**config.mk**
```make
export PLATFORM = sky130hd
export DESIGN_NAME = therm_bin_encoder
export DESIGN_NICKNAME = d
export VERILOG_FILES = /design/src/rtl/ttb_pkg.sv /design/src/rtl/ttb_capture.sv /design/src/rtl/ttb_window.sv /design/src/rtl/ttb_or_tree.sv /design/src/rtl/ttb_valid_fsm.sv /design/src/rtl/therm_bin_encoder.sv
export SDC_FILE = /design/constraint.sdc
export NUM_CORES = 1
export LEC_CHECK = 0
export ABC_AREA = 1
export BUFFER_PORTS_ARGS = -buffer_cell sky130_fd_sc_hd__buf_2
export CORE_MARGIN = 2
export CORE_UTILIZATION = 40
export CTS_BUF_LIST = sky130_fd_sc_hd__clkbuf_16
export CTS_CLUSTER_SIZE = 40
export DETAILED_ROUTE_END_ITERATION = 8
export PLACE_DENSITY = 0.58
export SKIP_CTS_REPAIR_TIMING = 1
export SLEW_MARGIN = 10
export SYNTH_ARGS = -nofsm -noshare
export SYNTH_HDL_FRONTEND = slang
export SYNTH_SLANG_ARGS = --single-unit
```
**constraint.sdc**
```tcl
create_clock -name clk -period 1.1 [get_ports clk]
set_input_delay 0.22 -clock clk [delete_from_list [all_inputs] [get_ports clk]]
set_output_delay 0.22 -clock clk [all_outputs]
set_load 0.01 [all_outputs]
```
**src/rtl/ttb_pkg.sv**
```systemverilog
package ttb_pkg;
    typedef enum logic [1:0] {
        ST_HOLD  = 2'd0,
        ST_FILL1 = 2'd1,
        ST_FILL2 = 2'd2,
        ST_LIVE  = 2'd3
    } ttb_state_e;
endpackage

```
**src/rtl/ttb_capture.sv**
```systemverilog
module ttb_capture #(
    parameter int WIDTH = 63
) (
    input  logic             clk,
    input  logic             rst_n,
    input  logic [WIDTH-1:0] d,
    output logic [WIDTH-1:0] q
);
    // sample the comparator word on the falling edge
    always_ff @(negedge clk) begin
        if (!rst_n) q <= '0;
        else        q <= d;
    end
endmodule

```
**src/rtl/ttb_window.sv**
```systemverilog
module ttb_window #(
    parameter int WIDTH = 63
) (
    input  logic             clk,
    input  logic             rst_n,
    input  logic [WIDTH-1:0] therm_q,
    output logic [WIDTH-1:0] onehot_q
);
    localparam int PADW = WIDTH + 2;
    localparam logic [WIDTH-1:0] ONE = {{(WIDTH-1){1'b0}}, 1'b1};

    logic [PADW-1:0]  padded;
    logic [WIDTH-1:0] onehot_d;

    assign padded = {2'b00, therm_q};

    // line k: own bit high, two bits above both low
    for (genvar k = 0; k < WIDTH; k++) begin : g_line
        assign onehot_d[k] = padded[k] & ~padded[k+1] & ~padded[k+2];
    end

    always_ff @(negedge clk) begin
        if (!rst_n) onehot_q <= '0;
        else        onehot_q <= onehot_d;
    end

    // a clean nonzero level always yields exactly one live line
    p_clean_one_line_r1: assert property (@(negedge clk) disable iff (!rst_n)
        (((therm_q & (therm_q + ONE)) == '0) && (therm_q != '0))
        |=> ($countones(onehot_q) == 1));

    // an all-zero word leaves every line low
    p_zero_no_line_r1: assert property (@(negedge clk) disable iff (!rst_n)
        (therm_q == '0) |=> (onehot_q == '0));
endmodule

```
**src/rtl/ttb_or_tree.sv**
```systemverilog
module ttb_or_tree #(
    parameter int CODE_W = 6,
    parameter int WIDTH  = (1 << CODE_W) - 1
) (
    input  logic              clk,
    input  logic              rst_n,
    input  logic [WIDTH-1:0]  onehot_q,
    output logic [CODE_W-1:0] code_q
);
    logic [CODE_W-1:0] code_d;

    // lines whose code value (index + 1) carries bit b
    function automatic logic [WIDTH-1:0] line_mask(input int b);
        logic [WIDTH-1:0] m;
        m = '0;
        for (int k = 0; k < WIDTH; k++) begin
            m[k] = (((k + 1) >> b) & 1) == 1;
        end
        return m;
    endfunction

    for (genvar b = 0; b < CODE_W; b++) begin : g_bit
        localparam logic [WIDTH-1:0] MASK = line_mask(b);
        assign code_d[b] = |(onehot_q & MASK);
    end

    always_ff @(negedge clk) begin
        if (!rst_n) code_q <= '0;
        else        code_q <= code_d;
    end

    p_empty_zero_r1: assert property (@(negedge clk) disable iff (!rst_n)
        (onehot_q == '0) |=> (code_q == '0));

    // top line forces every bit, whatever else is merged in
    p_top_line_r4: assert property (@(negedge clk) disable iff (!rst_n)
        onehot_q[WIDTH-1] |=> (&code_q));
endmodule

```
**src/rtl/ttb_valid_fsm.sv**
```systemverilog
module ttb_valid_fsm
    import ttb_pkg::*;
(
    input  logic clk,
    input  logic rst_n,
    output logic valid
);
    ttb_state_e state, state_nx;

    always_ff @(negedge clk) begin
        if (!rst_n) state <= ST_HOLD;
        else        state <= state_nx;
    end

    always_comb begin
        unique case (state)
            ST_HOLD:  state_nx = ST_FILL1;
            ST_FILL1: state_nx = ST_FILL2;
            ST_FILL2: state_nx = ST_LIVE;
            ST_LIVE:  state_nx = ST_LIVE;
            default:  state_nx = ST_HOLD;
        endcase
    end

    always_comb begin
        unique case (state)
            ST_LIVE: valid = 1'b1;
            default: valid = 1'b0;
        endcase
    end

    p_valid_sticky_r7: assert property (@(negedge clk) disable iff (!rst_n)
        valid |=> valid);

    p_fill_to_live_r7: assert property (@(negedge clk) disable iff (!rst_n)
        (state == ST_FILL2) |=> valid);
endmodule

```
**src/rtl/therm_bin_encoder.sv**
```systemverilog
module therm_bin_encoder #(
    parameter  int CODE_W  = 6,
    localparam int THERM_W = (1 << CODE_W) - 1
) (
    input  logic               clk,
    input  logic               rst_n,
    input  logic [THERM_W-1:0] therm,
    output logic [CODE_W-1:0]  code,
    output logic               valid
);
    logic [THERM_W-1:0] therm_q;
    logic [THERM_W-1:0] onehot_q;

    ttb_capture #(.WIDTH(THERM_W)) u_capture (
        .clk   (clk),
        .rst_n (rst_n),
        .d     (therm),
        .q     (therm_q)
    );

    ttb_window #(.WIDTH(THERM_W)) u_window (
        .clk      (clk),
        .rst_n    (rst_n),
        .therm_q  (therm_q),
        .onehot_q (onehot_q)
    );

    ttb_or_tree #(.CODE_W(CODE_W), .WIDTH(THERM_W)) u_or_tree (
        .clk      (clk),
        .rst_n    (rst_n),
        .onehot_q (onehot_q),
        .code_q   (code)
    );

    ttb_valid_fsm u_valid_fsm (
        .clk   (clk),
        .rst_n (rst_n),
        .valid (valid)
    );

    // a clean full-scale word reaches code 63 two edges later
    p_full_scale_r5: assert property (@(negedge clk) disable iff (!rst_n)
        (&therm_q) |=> ##1 (&code));
endmodule

```
==> qor.csv <==
metric,value,unit
worstHoldPathCells,1,
synth_seq_cells,134,
skew,0.0149,ns
endpoint_kind,output pin,
clk_root_buffer_cell,clkbuf_16,
ff2ff_path_depth,6,
floorplan.initialDensity,41.3,%
timing.rr.end,u_or_tree.code_q[5]$_SDFF_NN0_,
die_h,110,um
numCtsBuffers,17,
cp_max_fo,2,
core_area,10900,sq um
io_pins,72,
setup_ws,-0.633,ns
finalHoldViolCount,0,
critPathLaunchType,register,
synth.top_cell.area_share,59.6,%
slew_viol_final,0,
placed_area,5080,sq um
fillerInstances,997,
gp_congestion,0.776,
synth_area,4500,sq um
p_leak,0.00368,uW
drive_above_1_share,21.9,%
syn_to_final_growth,40.1,%
clkTransAtPathRegs,0.04,ns
grt_setup_unrepaired,true,
num_rows,38,
die_width,110,um
multi_input_area,1440,sq um
violations,negative setup slack,
p_per_area,2050,nW/um^2
detail_route.wl_per_cell,10.4,um
hold_end,u_window.onehot_q[38]$_SDFF_NN0_,
peakVddDrop,0.929,mV
status,"complete, but fails checks",
synth_largest_area_cell,dfxtp_1,
synthDistinctLibCells,15,
critical_path_class,reg -> out,
num_vias,3836,
grt_overflow_total,0,
drtPass1Iterations,4,
antennaDiodeCount,0,
numClockSinks,134,
crit_arrival,1.51,ns
io_buffers,71,
grt_pass1_vias,4081,
via_per_inst,4.26,
drc_errors,0,
avgSynthCellArea,8.49,sq um
clk_latency,0.44,ns
antenna_left,0,
synthTopCellsByArea,"dfxtp_1 60%, nand2_1 9.3%, inv_1 8.9%, nor2_1 8.4%, nor4_4 4.7%",
power,12900,uW
synth_warnings,0,
cp.required,0.88,ns
grt_antenna_before_repair,0,
wl,9410,um
setup_viol,7,
reg2reg_from,u_window.onehot_q[60]$_SDFF_NN0_,
register_area,2700,sq um
min_from,u_capture.q[39]$_SDFF_NN0_,
syn_inst,530,
grtUsageTotal,16.5,%
final_nets,813,
grt_start_max_net_pins,46,
drt_iter0_markers,116,
grt_pass1_wl,15400,um
final_cell_area,6300,sq um
rrSetupSlack,0.07,ns
synth_nets,595,
synth_seq_area_share,59.6,%
die_area,12100,sq um
htree_levels,4,
dp_hpwl,5720,um
maxSlewHeadroom,81.7,%
worstMarginPinSlew,0.272,ns
min_path_type,reg -> reg,
clock_path_buffers,2,
max_cap_viol_count,0,
cts_tree,yes,
sequential cells by signal, indices dropped and copies added (netlist names):
signal,cells
u_valid_fsm.state,2
u_or_tree.code_q,6
u_window.onehot_q,63
u_capture.q,63
cells in the mapped netlist:
| cell type | number |
|---|---|
| inv_1 | 107 |
| nor3_1 | 2 |
| nor4_2 | 3 |
| nor4_4 | 10 |
| dfxtp_1 | 134 |
| nand3_1 | 19 |
| buf_4 | 1 |
| buf_6 | 3 |
| nor2_1 | 101 |
| a21oi_1 | 1 |
| nand2_1 | 111 |
| nor4_1 | 26 |
| clkbuf_1 | 3 |
| buf_2 | 8 |
| inv_2 | 1 |
placed cells by master (no fill, tap or decap), drive strengths merged:
cell type,instances
nor3,2
dfxtp,134
inv,249
nand3,19
nand2,111
clkbuf,19
nor4,39
nor2,101
buf,79
clkinv,2
a21oi,1
clkinvlp,5
critical path, stage by stage (launching register included):
cell and delay [ns]:
dfxtp_2 0.31, nand2_2 0.08, inv_2 0.04, buf_6 0.11
metal layers:
metal / global-route usage (%) / vias to the layer above / part of all wire (%) / wire (um)
met4: 12.7 / 0 / 1.6 / 154
met5: 0 / - / 0 / 0
met1: 15.0 / 1711 / 42 / 3930
met3: 9.29 / 15 / 5.0 / 475
li1: - / 2030 / - / -
met2: 27.1 / 80 / 52 / 4850
kinds of logic after synthesis:
logic type             after synthesis  share of synthesized area [%]
AND/OR/NAND/NOR                    272                           29.2
flip-flops                         134                           59.6
buffers and inverters              123                           11.1
AO/OA/AOI/OAI                        1                          0.111
power breakdown:
part	internal [uW]	switching [uW]	leakage, uW	total, uW
Clock	3480	3280	0.000971	6760
Combinational	400	469	0.00160	869
Sequential	5140	152	0.00111	5290
worst max-delay path by stage:
stage	to	start	cells past startpoint
2_1_floorplan	u_window.onehot_q[11]$_SDFF_NN0_	rst_n	5
3_3_place_gp	u_window.onehot_q[36]$_SDFF_NN0_	rst_n	4
3_5_place_dp	u_capture.q[11]$_SDFF_NN0_	rst_n	5
4_1_cts	valid	u_valid_fsm.state[1]$_SDFF_NN0_	3
5_1_grt	valid	u_valid_fsm.state[0]$_SDFF_NN0_	3
6_report	valid	u_valid_fsm.state[1]$_SDFF_NN0_	3
layout make-up:
class | count | area share [%]
Clock buffer | 17 | 6.75
Clock inverter | 149 | 9.33
Inverter | 107 | 6.41
Multi-Input combinational cell | 273 | 22.9
Sequential cell | 134 | 42.8
Tap cell | 140 | 2.78
Timing Repair Buffer | 81 | 9.11
per-stage QoR:
step	setup WS (ns)	util, %	TNS [ns]	std cells	hold slack [ns]
after global placement	-0.388	46.7	-39.86	735	0.411
after CTS	-0.688	56.0	-4.04	900	0.413
after floorplan	-0.271	-	-27.57	530	0.395
after global routing	-0.681	57.9	-4.03	901	0.431
final	-0.633	57.9	-3.76	901	0.411
after detailed placement	-0.403	46.7	-41.64	735	0.405
No activity file was read; power rests on OpenSTA's default activity.
